==> config.mk <==
export PLATFORM = sky130hd
export DESIGN_NAME = rx_power_gate
export DESIGN_NICKNAME = d
export VERILOG_FILES = /design/src/rtl/rpg_pkg.sv /design/src/rtl/rpg_ctrl.sv /design/src/rtl/rpg_datapath.sv /design/src/rtl/rx_power_gate.sv
export SDC_FILE = /design/constraint.sdc
export NUM_CORES = 1
export LEC_CHECK = 0
export BUFFER_PORTS_ARGS = -buffer_cell sky130_fd_sc_hd__buf_4
export CORE_MARGIN = 8
export CORE_UTILIZATION = 49
export DETAILED_ROUTE_END_ITERATION = 10
export PLACE_DENSITY = 0.82
export REMOVE_ABC_BUFFERS = 1
export SLEW_MARGIN = 15
export SYNTH_ARGS = -nofsm -noshare
export SYNTH_HDL_FRONTEND = slang
export SYNTH_HIERARCHICAL = 1
export SYNTH_SLANG_ARGS = --single-unit
==> constraint.sdc <==
create_clock -name clk -period 6.4 [get_ports clk]
set_input_delay 1.6 -clock clk [delete_from_list [all_inputs] [get_ports clk]]
set_output_delay 1.6 -clock clk [all_outputs]
set_load 0.005 [all_outputs]
==> src/rtl/rpg_pkg.sv <==
package rpg_pkg;

  typedef enum logic [1:0] {
    S_IDLE,
    S_ARM,
    S_ON,
    S_HOLD
  } gateState_e;

  // strobes from control to datapath idle counter
  typedef struct packed {
    logic loadFull;   // load idleCount (read ended before turn-on)
    logic loadLess;   // load idleCount-1 (normal end of read)
    logic dec;        // count down one
  } cntStrobe_t;

endpackage

==> src/rtl/rpg_ctrl.sv <==
module rpg_ctrl
  import rpg_pkg::*;
(
  input  logic       clk,
  input  logic       rstN,
  input  logic       rdAny,
  input  logic       idleZero,
  input  logic       cntZero,
  output cntStrobe_t strobe,
  output logic       gateOff
);

  gateState_e state, stateNext;
  logic       gateNext;

  always_ff @(posedge clk or negedge rstN) begin
    if (!rstN) begin
      state   <= S_IDLE;
      gateOff <= 1'b1;
    end else begin
      state   <= stateNext;
      gateOff <= gateNext;
    end
  end

  always_comb begin
    stateNext = state;
    gateNext  = gateOff;
    strobe    = '0;
    case (state)
      S_IDLE: begin
        if (rdAny) stateNext = S_ARM;
      end
      S_ARM: begin
        gateNext = 1'b0;
        if (rdAny) begin
          stateNext = S_ON;
        end else begin
          stateNext       = S_HOLD;
          strobe.loadFull = 1'b1;
        end
      end
      S_ON: begin
        if (!rdAny) begin
          if (idleZero) begin
            stateNext = S_IDLE;
            gateNext  = 1'b1;
          end else begin
            stateNext       = S_HOLD;
            strobe.loadLess = 1'b1;
          end
        end
      end
      default: begin
        if (rdAny) begin
          stateNext = S_ON;
        end else if (cntZero) begin
          stateNext = S_IDLE;
          gateNext  = 1'b1;
        end else begin
          strobe.dec = 1'b1;
        end
      end
    endcase
  end


  turn_on_delay_chk: assert property (@(posedge clk) disable iff (!rstN)
    (state == S_IDLE && rdAny) |=> ##1 !gateOff);


  fall_needs_read_chk: assert property (@(posedge clk) disable iff (!rstN)
    $fell(gateOff) |-> $past(rdAny, 2));


  rise_needs_quiet_chk: assert property (@(posedge clk) disable iff (!rstN)
    $rose(gateOff) |-> !$past(rdAny));


  idle_zero_close_chk: assert property (@(posedge clk) disable iff (!rstN)
    (state == S_ON && !rdAny && idleZero) |=> gateOff);


  cancel_hold_chk: assert property (@(posedge clk) disable iff (!rstN)
    (state == S_HOLD && rdAny) |=> !gateOff);

endmodule

==> src/rtl/rpg_datapath.sv <==
module rpg_datapath
  import rpg_pkg::*;
#(
  parameter int LANES  = 8,
  parameter int RDEN_W = 4,
  parameter int IDLE_W = 6
) (
  input  logic              clk,
  input  logic              rstN,
  input  logic [RDEN_W-1:0] rdEn,
  input  logic [IDLE_W-1:0] idleCount,
  input  cntStrobe_t        strobe,
  input  logic              gateOff,
  input  logic              odtSrcExt,
  input  logic              rxSrcExt,
  input  logic              termEnable,
  input  logic [LANES-1:0]  fabricTermDis,
  input  logic [LANES-1:0]  fabricRxDis,
  output logic              rdAny,
  output logic              idleZero,
  output logic              cntZero,
  output logic [LANES-1:0]  termDis,
  output logic [LANES-1:0]  rxDis
);

  localparam logic [IDLE_W-1:0] CNT_ONE = IDLE_W'(1);

  logic [IDLE_W-1:0] idleCnt;
  logic [LANES-1:0]  smBus;

  assign rdAny    = |rdEn;
  assign idleZero = (idleCount == '0);
  assign cntZero  = (idleCnt == '0);
  assign smBus    = {LANES{gateOff}};

  always_ff @(posedge clk or negedge rstN) begin
    if (!rstN) begin
      idleCnt <= '0;
    end else if (strobe.loadFull) begin
      idleCnt <= idleCount;
    end else if (strobe.loadLess) begin
      idleCnt <= idleCount - CNT_ONE;
    end else if (strobe.dec) begin
      idleCnt <= idleCnt - CNT_ONE;
    end
  end

  always_comb begin
    if (!rstN)          termDis = '1;
    else if (odtSrcExt) termDis = fabricTermDis;
    else if (termEnable) termDis = '0;
    else                termDis = smBus;
  end

  always_comb begin
    if (!rstN)           rxDis = '1;
    else if (rxSrcExt)   rxDis = fabricRxDis;
    else if (termEnable) rxDis = '0;
    else                 rxDis = smBus;
  end


  count_capture_chk: assert property (@(posedge clk) disable iff (!rstN)
    strobe.loadFull |=> idleCnt == $past(idleCount));


  count_step_chk: assert property (@(posedge clk) disable iff (!rstN)
    strobe.dec |=> idleCnt == $past(idleCnt) - CNT_ONE);


  term_forced_chk: assert property (@(posedge clk) disable iff (!rstN)
    (!odtSrcExt && termEnable) |-> termDis == '0);


  rx_forced_chk: assert property (@(posedge clk) disable iff (!rstN)
    (!rxSrcExt && termEnable) |-> rxDis == '0);

endmodule

==> src/rtl/rx_power_gate.sv <==
module rx_power_gate
  import rpg_pkg::*;
#(
  parameter int LANES  = 8,
  parameter int RDEN_W = 4,
  parameter int IDLE_W = 6
) (
  input  logic              clk,
  input  logic              rstN,
  input  logic [RDEN_W-1:0] rdEn,
  input  logic [IDLE_W-1:0] idleCount,
  input  logic              odtSrcExt,
  input  logic              rxSrcExt,
  input  logic              termEnable,
  input  logic [LANES-1:0]  fabricTermDis,
  input  logic [LANES-1:0]  fabricRxDis,
  output logic [LANES-1:0]  termDis,
  output logic [LANES-1:0]  rxDis
);

  cntStrobe_t strobe;
  logic       gateOff;
  logic       rdAny;
  logic       idleZero;
  logic       cntZero;

  rpg_ctrl u_ctrl (
    .clk      (clk),
    .rstN     (rstN),
    .rdAny    (rdAny),
    .idleZero (idleZero),
    .cntZero  (cntZero),
    .strobe   (strobe),
    .gateOff  (gateOff)
  );

  rpg_datapath #(
    .LANES  (LANES),
    .RDEN_W (RDEN_W),
    .IDLE_W (IDLE_W)
  ) u_dp (
    .clk           (clk),
    .rstN          (rstN),
    .rdEn          (rdEn),
    .idleCount     (idleCount),
    .strobe        (strobe),
    .gateOff       (gateOff),
    .odtSrcExt     (odtSrcExt),
    .rxSrcExt      (rxSrcExt),
    .termEnable    (termEnable),
    .fabricTermDis (fabricTermDis),
    .fabricRxDis   (fabricRxDis),
    .rdAny         (rdAny),
    .idleZero      (idleZero),
    .cntZero       (cntZero),
    .termDis       (termDis),
    .rxDis         (rxDis)
  );

endmodule

==> results of run 1 <==
## through the flow
step,setup WS [ns],area [um2],power [mW],hold WS [ns],std cells
finish,2.251,1384,0.3958,0.4696,188
global route,2.121,1384,0.4340,0.4901,188
CTS,2.241,1384,0.3982,0.4735,188
detailed placement,2.238,1356,0.3510,0.4632,184
global placement,2.303,1356,0.3419,0.4609,184
floorplan,1.914,962.2,0.2815,0.4484,109
## registers in the layout, summed over array words and instances, names as in the netlist
name            count
u_ctrl/gateOff      1
u_ctrl/state        2
u_dp/idleCnt        6
## path summary, 6_finish.rpt
| path | startpoint | to | slack (ns) | cells after the start |
|---|---|---|---|---|
| setup / recovery | termEnable | termDis[2] | 2.25 | 5 |
| hold reg to reg | u_ctrl/gateOff$_DFFE_PN1P_ | u_ctrl/gateOff$_DFFE_PN1P_ | 0.47 | 2 |
| setup reg to reg | u_ctrl/state[0]$_DFFE_PN0P_ | u_dp/idleCnt[4]$_DFFE_PN0P_ | 3.83 | 11 |
| min in group asynchronous | rstN | u_dp/idleCnt[4]$_DFFE_PN0P_ | 1.16 | 1 |
| max in group asynchronous | rstN | u_ctrl/gateOff$_DFFE_PN1P_ | 5.02 | 1 |
| hold / removal | u_ctrl/gateOff$_DFFE_PN1P_ | u_ctrl/gateOff$_DFFE_PN1P_ | 0.47 | 2 |
## kinds of logic after synthesis
kind of cell	count (synthesis)	synth area share (%)
simple gates	40	24.65
compound gates	38	29.46
buf+inv	10	4.676
flops	9	22.88
mux	7	7.206
fa+ha+maj	6	7.585
xor+xnor	4	3.540
## layout by cell type, fill, tap and decap left out, drive strengths merged, types with 2 or more instances in the layout
cell type / count
nor2: 6
buf: 48
nand2: 10
nor3: 5
nand2b: 2
nor3b: 3
o221ai: 3
dfrtp: 8
inv: 5
o21ai: 8
nor2b: 4
a21o: 16
clkbuf: 3
a21oi: 4
mux2i: 6
nand3b: 2
xnor2: 3
or4: 3
ha: 6
## worst reg2reg max path, stage by stage, from the launching register on
cell      delay, ns
dfrtp_1        0.43
inv_1          0.12
ha_1           0.23
nand2b_1       0.12
nor2_1         0.10
buf_4          0.27
mux2i_1        0.23
ha_1           0.25
or3b_1         0.36
a21oi_1        0.15
nor2_1         0.06
a211oi_2       0.17
## final cells by class
type / count / area (um2) / share of cell area (%)
clock buffer: 3 / 22.52 / 1.627
multi-input combinational: 95 / 716.9 / 51.81
timing repair buffer: 48 / 360.3 / 26.04
inverter: 5 / 18.77 / 1.356
clock inverter: 1 / 5.005 / 0.3617
sequential: 9 / 226.5 / 16.37
tap: 27 / 33.78 / 2.441
## layer usage
| metal | part of all wire, % | wire [um] | track usage, % |
|---|---|---|---|
| met3 | 16 | 421 | 6.356 |
| met4 | 0.22 | 6 | 5.980 |
| met5 | 0 | 0 | 0 |
| met2 | 43 | 1165 | 23.98 |
| met1 | 41 | 1103 | 17.45 |
## report_power, final
group          total, mW  internal, mW  switching, mW
logic              0.226         0.123          0.102
clock network     0.0441        0.0231         0.0210
registers          0.126        0.0863         0.0399
==> run_results.csv, run 1 <==
group,metric,value,unit
clock_network,holdBufCountCts,0,
worst_setup_path,critPathCaptureType,"primary output",
synth,syn_area,989.7,um2
route,via_count,1034,
finish,nets,199,
die,num_io_pins,47,
worst_setup_path,critical_path_class,"in2out",
clock_network,cts_tree,"done",
sta,rsz0062_at_grt,"no",
worst_setup_path,crit_top_cell,"buf_4",
finish,fillers,137,
worst_setup_path,crit_buf_inv,2,
die,die_area,3714,um2
finish,diodes,0,
worst_setup_path,critPathTopFamily,"compound AO/OA/AOI/OAI gates",
synth,dominantRegCellSynth,"dfrtp_1",
status,status,"finished clean",
die,start_util,50.97,%
worst_setup_path,worstPathRequired,4.80,ns
sta,max_freq,241.0,MHz
die,core_region_area,1942,um2
synth,yosys_warnings,6,
synth,netlist_instances,114,
power_and_ir_drop,powerDensity,286.1,nW/um2
sta,setup_viol,0,
clock_network,clock_sinks,9,
route,firstDrtPassIters,4,
synth,synth_area_per_cell,8.682,um2
global_route,grt_max_degree,22,
place,globalplace.congestion,0.8609,
place,post-dp-hpwl,2214,um
die,die_height,60.94,um
sta,slew_headroom,58.95,%
global_route,grt_remaining_overflow,0,
synth,synth.most_common_cell,"a21o_1",
clock_network,cts_buffers,3,
finish,syn2layout_area_growth,39.82,%
synth,synth_commonest_cells,"a21o_1 (16), nand2_1 (10), dfrtp_1 (8)",
synth,synth_area_leaders,"dfrtp_1 (20%), a21o_1 (12%), ha_1 (7.6%)",
clock_network,post-cts-setup-buffers,0,
synth,synth_edf_count,0,
route,wl_per_cell,14.35,um
clock_network,clock_latency,0.26,ns
clock_network,clock_path_buffers,2,
route,ant_nets,0,
route,routed_wl,2697,um
place,port_buffers,46,
synth,synth_top_cell_area_share,20.23,%
global_route,antenna_found_initial,0,
sta,tns,0,ns
clock_network,cts_max_level,1,
clock_network,cts_root_buf,"clkbuf_4",
sta,finalCriticalPeriod,4.150,ns
worst_setup_path,worstSetupStartpointType,"input pin",
synth,ys_types,39,
route,route.detailed.drc,0,
clock_network,clkTransAtPathRegs,0.06,ns
die,num_rows,16,
worst_setup_path,crit_slowest_cell,"o21ai_1",
global_route,grt_pass1_wl,4340,um
power_and_ir_drop,peakVddDrop,0.2062,mV
global_route,first_global_vias,985,
die,die_w,60.94,um
worst_setup_path,cp.arrival,2.55,ns
worst_setup_path,slowest_delay,0.44,ns
route,drtIter0Drc,51,
synth,netlist.top_cell.by_area,"dfrtp_1",
clock_network,ctsResizeCount,0,
sta,finalCritPeriodShare,64.84,%
synth,ys_async_sr_fraction,100.0,%
flow_run,maxCapViolCount,0,
finish,drive_gt1_share,38.51,%
min_path,worstHoldPathType,"reg2reg",
worst_setup_path,crit_chain,"buf_4, nand2b_1, o21ai_1, a21o_1, buf_4",
global_route,grt_use_total,15.10,%
synth,synth-seq-area-share,22.88,%
sta,worst_slew_pin_slew,0.6144,ns
power_and_ir_drop,leakagePower,0.6500,nW
sta,hold_viol,0,
worst_setup_path,path_max_fanout,8,
finish,utilization,71.26,%
sta,finClkSkew,0.0003133,ns
synth,ys_ff_latch,9,
route,viasPerCell,5.500,
sta,slew_viol_final,0,
No activity file was read; power rests on OpenSTA's default activity.
==> run 2, diff against run 1 <==
--- a/config.mk
+++ b/config.mk
@@ -7,9 +7,9 @@
 export LEC_CHECK = 0
 export BUFFER_PORTS_ARGS = -buffer_cell sky130_fd_sc_hd__buf_4
 export CORE_MARGIN = 8
-export CORE_UTILIZATION = 49
+export CORE_UTILIZATION = 46
 export DETAILED_ROUTE_END_ITERATION = 10
-export PLACE_DENSITY = 0.82
+export PLACE_DENSITY = 0.77
 export REMOVE_ABC_BUFFERS = 1
 export SLEW_MARGIN = 15
 export SYNTH_ARGS = -nofsm -noshare
==> constraint.sdc (replaced) <==
create_clock -name clk -period 3.9 [get_ports clk]
set_input_delay 0.975 -clock clk [delete_from_list [all_inputs] [get_ports clk]]
set_output_delay 0.975 -clock clk [all_outputs]
set_load 0.005 [all_outputs]
==> run_results.csv, run 2 (synthesis results as in run 1) <==
group,metric,value,unit
min_path,worstHoldEndpoint,"u_ctrl/gateOff$_DFFE_PN1P_",
clock_network,holdBufCountCts,0,
sta,setup_viol,0,
worst_setup_path,critPathTopFamily,"simple AND/OR/NAND/NOR gates",
place,globalplace.congestion,0.9414,
worst_setup_path,path_max_fanout,6,
global_route,grt_remaining_overflow,0,
sta,worst_slew_pin_slew,0.5148,ns
worst_setup_path,worstSetupStartpointType,"input pin",
finish,reg.largest.list,"u_dp/idleCnt x6, u_ctrl/state x2, u_ctrl/gateOff x1",
sta,holdWs,0.4846,ns
power_and_ir_drop,powerDensity,466.8,nW/um2
finish,final_common_cell,"buf_4",
finish,syn2layout_area_growth,41.21,%
route,route.detailed.drc,0,
die,num_rows,16,
clock_network,clock_sinks,9,
worst_setup_path,critPathCaptureType,"flop",
route,routed_wl,2718,um
finish,top_register,"u_dp/idleCnt",
clock_network,ctsResizeCount,0,
die,core_region_area,2002,um2
clock_network,clkTransAtPathRegs,0.07,ns
worst_setup_path,critical_path_class,"in2reg",
place,port_buffers,46,
finish,mostFrequentLayoutCells,"buf_4 (50), a21o_1 (16), nand2_1 (10), dfrtp_1 (8)",
min_path,min_path_cells,2,
clock_network,cts_tree,"done",
sta,hold_viol,0,
route,ant_nets,0,
worst_setup_path,ff2ff_path_depth,10,
worst_setup_path,r2r_start,"u_ctrl/state[0]$_DFFE_PN0P_",
die,start_util,49.44,%
sta,setup_ws,0.7727,ns
global_route,antenna_found_initial,0,
clock_network,clock_path_buffers,2,
global_route,first_global_vias,1004,
min_path,worstHoldPathType,"reg2reg",
flow_run,maxCapViolCount,0,
power_and_ir_drop,leakagePower,0.6582,nW
worst_setup_path,crit_top_cell,"nor2_1",
sta,finalCritPeriodShare,80.19,%
worst_setup_path,worstPathRequired,4.08,ns
place,post-dp-hpwl,2207,um
sta,finalCriticalPeriod,3.127,ns
die,die_w,62.39,um
sta,slew_viol_final,0,
clock_network,post-cts-setup-buffers,0,
route,viasPerCell,5.532,
worst_setup_path,slowest_delay,0.63,ns
global_route,grt_max_degree,17,
worst_setup_path,cp.arrival,3.31,ns
route,wl_per_cell,14.31,um
die,num_io_pins,47,
worst_setup_path,crit_buf_inv,1,
power_and_ir_drop,p_total,652.4,uW
finish,largest_reg_flops,6,
sta,slew_headroom,65.45,%
route,firstDrtPassIters,4,
sta,finClkSkew,0.009512,ns
clock_network,cts_buffers,3,
min_path,min_from,"u_ctrl/gateOff$_DFFE_PN1P_",
worst_setup_path,crit_slowest_cell,"or4_1",
clock_network,cts_max_level,1,
worst_setup_path,timing.rr.end,"u_dp/idleCnt[4]$_DFFE_PN0P_",
sta,tns,0,ns
clock_network,cts_root_buf,"clkbuf_4",
route,via_count,1051,
power_and_ir_drop,peakVddDrop,0.3647,mV
sta,max_freq,319.8,MHz
route,drtIter0Drc,70,
worst_setup_path,regToRegSetupSlack,1.39,ns
clock_network,clock_latency,0.26,ns
global_route,grt_use_total,13.66,%
finish,nets,201,
finish,drive_gt1_share,38.65,%
worst_setup_path,crit_chain,"buf_4, or4_1, nor2_1, mux2i_1, ha_1, or3b_1, a21oi_1, nor2_1, a211oi_2",
finish,diodes,0,
place,place_ws,0.5366,ns
global_route,grt_pass1_wl,4581,um
die,die_height,62.39,um
status,status,"finished clean",
sta,rsz0062_at_grt,"no",
die,die_area,3892,um2
-- run 2: cell type report --
type / instances / area [um2]
Multi-Input combinational cell: 95 / 716.9
Tap cell: 27 / 33.78
Timing Repair Buffer: 50 / 375.4
Fill cell: 175 / 604.3
Inverter: 5 / 18.77
Clock buffer: 4 / 26.28
Sequential cell: 9 / 226.5
-- run 2: power by group --
group | internal [mW] | switching [mW]
Sequential | 0.142 | 0.0650
Combinational | 0.204 | 0.168
Clock | 0.0394 | 0.0339
-- run 2: how the worst max path moves through the flow --
stage	to	from	slack, ns	cells past startpoint
finish	u_dp/idleCnt[4]$_DFFE_PN0P_	rdEn[1]	0.77	9
global route	u_dp/idleCnt[4]$_DFFE_PN0P_	idleCount[3]	0.62	11
CTS	u_dp/idleCnt[4]$_DFFE_PN0P_	rdEn[1]	0.81	9
detailed placement	u_dp/idleCnt[4]$_DFFE_PN0P_	rdEn[1]	0.54	9
global placement	u_dp/idleCnt[4]$_DFFE_PN0P_	rdEn[1]	0.58	9
floorplan	u_dp/idleCnt[4]$_DFFE_PN0P_	rdEn[1]	0.04	8
-- run 2: layer usage --
metal	track usage [%]	part of all wire, %	vias up
met3	5.197	10	2
met2	20.31	43	60
met1	18.31	47	472
met4	2.564	0.18	0
met5	0	0	-
li1	-	-	517
-- run 2: stage by stage --
stage	util [%]	cells	area, um2
2_1_floorplan	-	109	962.2
3_3_place_gp	68.50	186	1371
3_5_place_dp	68.50	186	1371
4_1_cts	69.81	190	1398
5_1_grt	69.81	190	1398
6_report	69.81	190	1398
-- run 2: worst min-delay path, stage by stage, from the launching register on --
cell	delay, ns
dfstp_2	0.37
inv_1	0.05
mux2i_1	0.06
==> run 3, diff against run 2 <==
--- a/config.mk
+++ b/config.mk
@@ -5,11 +5,12 @@
 export SDC_FILE = /design/constraint.sdc
 export NUM_CORES = 1
 export LEC_CHECK = 0
+export ABC_AREA = 1
 export BUFFER_PORTS_ARGS = -buffer_cell sky130_fd_sc_hd__buf_4
 export CORE_MARGIN = 8
-export CORE_UTILIZATION = 46
+export CORE_UTILIZATION = 41
 export DETAILED_ROUTE_END_ITERATION = 10
-export PLACE_DENSITY = 0.77
+export PLACE_DENSITY = 0.73
 export REMOVE_ABC_BUFFERS = 1
 export SLEW_MARGIN = 15
 export SYNTH_ARGS = -nofsm -noshare
==> constraint.sdc (replaced) <==
create_clock -name clk -period 2.55 [get_ports clk]
set_input_delay 0.6375 -clock clk [delete_from_list [all_inputs] [get_ports clk]]
set_output_delay 0.6375 -clock clk [all_outputs]
set_load 0.005 [all_outputs]
==> run_results.csv, run 3 <==
group,metric,value,unit
status,status,"finished clean",
route,wl_per_cell,11.95,um
power_and_ir_drop,internal_power,570.3,uW
clock_network,cts_tree,"done",
worst_setup_path,crit_chain,"buf_4, inv_1, nand4_1, nor3_1, inv_1, nand2_1, nor2_1, buf_4, o21ai_0, inv_1, ha_1, xor2_1, nand2_1, o211ai_1",
finish,final_common_cell,"nand2_1",
sta,slew_headroom,83.16,%
clock_network,cts_max_level,1,
die,num_io_pins,47,
global_route,antenna_found_initial,0,
global_route,grt_max_degree,12,
finish,mostFrequentLayoutCells,"nand2_1 (80), buf_4 (53), inv_1 (26), nand3_1 (12), nor2_1 (11)",
sta,worst_slew_pin_slew,0.2500,ns
finish,reg.largest.list,"u_dp/idleCnt x6, u_ctrl/state x2, u_ctrl/gateOff x1",
worst_setup_path,path_max_fanout,8,
power_and_ir_drop,leakagePower,0.8328,nW
route,drtIter0Drc,94,
synth,synth_area_leaders,"nand2_1 (31%), dfrtp_1 (21%), inv_1 (10%)",
synth,dominantRegCellSynth,"dfrtp_1",
synth,synth_top_cell_area_share,31.01,%
finish,final_area,1410,um2
sta,tns,0,ns
finish,drive_gt1_share,27.11,%
die,core_region_area,2233,um2
synth,synth_commonest_cells,"nand2_1 (80), inv_1 (26), nand3_1 (12)",
clock_network,clock_sinks,9,
global_route,grt_remaining_overflow,0,
clock_network,post-cts-setup-buffers,0,
flow_run,maxCapViolCount,0,
route,ant_nets,0,
route,routed_wl,3024,um
worst_setup_path,crit_top_cell,"inv_1",
sta,slew_viol_final,0,
clock_network,holdBufCountCts,0,
clock_network,ctsResizeCount,0,
sta,rsz0062_at_grt,"no",
synth,syn_area,968.4,um2
worst_setup_path,cp.arrival,2.40,ns
finish,largest_reg_flops,6,
sta,finClkSkew,0.006892,ns
worst_setup_path,r2r_start,"u_ctrl/state[0]$_DFFE_PN0P_",
synth,synth.most_common_cell,"nand2_1",
finish,nets,263,
route,via_count,1251,
global_route,grt_pass1_wl,5119,um
die,die_area,4173,um2
finish,fillers,216,
power_and_ir_drop,swShare,46.58,%
worst_setup_path,worstSetupStartpointType,"input pin",
route,firstDrtPassIters,5,
route,viasPerCell,4.945,
power_and_ir_drop,power.switching,497.3,uW
global_route,grt_use_total,14.70,%
sta,holdWs,0.1850,ns
die,num_rows,17,
place,globalplace.congestion,0.9433,
sta,finalCritPeriodShare,88.26,%
worst_setup_path,critical_path_class,"in2reg",
global_route,first_global_vias,1156,
min_path,worstHoldPathType,"in2async",
finish,top_register,"u_dp/idleCnt",
place,port_buffers,46,
worst_setup_path,slowest_delay,0.24,ns
die,die_height,64.60,um
worst_setup_path,worstPathRequired,2.70,ns
clock_network,clock_path_buffers,2,
finish,syn2layout_area_growth,45.61,%
clock_network,clock_latency,0.27,ns
clock_network,clkTransAtPathRegs,0.06,ns
synth,synth_area_per_cell,5.663,um2
place,post-dp-hpwl,2564,um
die,die_w,64.60,um
power_and_ir_drop,power.share.clock,10.6,%
synth,ys_async_sr_fraction,100.0,%
worst_setup_path,critPathCaptureType,"flop",
power_and_ir_drop,power_frac_comb,62.5,%
synth,netlist_instances,171,
worst_setup_path,crit_path_start,"idleCount[1]",
worst_setup_path,crit_slowest_cell,"o21ai_0",
synth,ys_ff_latch,9,
synth,synth_edf_count,0,
sta,max_freq,444.3,MHz
synth,synth-seq-area-share,23.39,%
clock_network,cts_root_buf,"clkbuf_4",
synth,ys_types,23,
synth,netlist.top_cell.by_area,"nand2_1",
finish,diodes,0,
die,start_util,43.36,%
sta,finalCriticalPeriod,2.251,ns
power_and_ir_drop,powerDensity,757.1,nW/um2
synth,yosys_warnings,6,
power_and_ir_drop,peakVddDrop,0.6734,mV
place,post_dp_cell_area,1384,um2
worst_setup_path,ff2ff_path_depth,11,
power_and_ir_drop,seq_power_share,26.8,%
sta,hold_viol,0,
route,route.detailed.drc,0,
clock_network,cts_buffers,3,
sta,setup_viol,0,
## run 3: area by class of cell
| type | count | area [um2] | area share (%) |
|---|---|---|---|
| Multi-Input combinational cell | 132 | 623.1 | 44.19 |
| Timing Repair Buffer | 53 | 397.9 | 28.22 |
| Sequential cell | 9 | 226.5 | 16.06 |
| Inverter | 27 | 101.3 | 7.187 |
| Tap cell | 28 | 35.03 | 2.484 |
| Clock buffer | 4 | 26.28 | 1.863 |
## run 3: critical path: cells and delay by family
| family | cells | cell delay, ns |
|---|---|---|
| fa+ha+maj | 1 | 0.23 |
| xor+xnor | 1 | 0.17 |
| compound gates | 2 | 0.31 |
| simple gates | 5 | 0.53 |
| buf+inv | 5 | 0.52 |
## run 3: stage by stage
step           worst slack (ns)  cells  util (%)  power [mW]
2_1_floorplan          -0.06097    168         -      0.7283
3_3_place_gp             0.1023    249     61.96      0.9294
3_5_place_dp            0.04901    249     61.96      0.9453
4_1_cts                  0.3293    253     63.14       1.063
5_1_grt                  0.1053    253     63.14       1.177
6_report                 0.2995    253     63.14       1.068
## run 3: final timing paths
check                                               to  slack (ns)
max                        u_dp/idleCnt[2]$_DFFE_PN0P_        0.30
min                        u_dp/idleCnt[2]$_DFFE_PN0P_        0.19
max reg2reg                u_dp/idleCnt[2]$_DFFE_PN0P_        0.47
min reg2reg                 u_ctrl/gateOff$_DFFE_PN1P_        0.47
max in group asynchronous   u_ctrl/gateOff$_DFFE_PN1P_        2.14
min in group clk            u_ctrl/gateOff$_DFFE_PN1P_        0.47
## run 3: logic make-up after synthesis
| family | count (synthesis) | share of synthesized area, % |
|---|---|---|
| compound gates | 10 | 6.331 |
| xor+xnor | 1 | 0.9046 |
| fa+ha+maj | 6 | 7.752 |
| buf+inv | 30 | 12.27 |
| flops | 9 | 23.39 |
| simple gates | 115 | 49.35 |
## run 3: metal layers
| metal | share of wire, % | GRT usage, % | up-vias |
|---|---|---|---|
| li1 | - | - | 636 |
| met1 | 42 | 16.47 | 548 |
| met2 | 46 | 24.22 | 60 |
| met3 | 11 | 7.045 | 7 |
| met4 | 1.3 | 4.360 | 0 |
| met5 | 0 | 0 | - |
## run 3: power groups by stage
stage | Sequential [mW] | Combinational (mW) | Clock, mW
3_3_place_gp | 0.285 | 0.644 | 0
6_report | 0.286 | 0.668 | 0.113
4_1_cts | 0.287 | 0.659 | 0.117
2_1_floorplan | 0.269 | 0.459 | 0
5_1_grt | 0.299 | 0.754 | 0.125
3_5_place_dp | 0.289 | 0.656 | 0
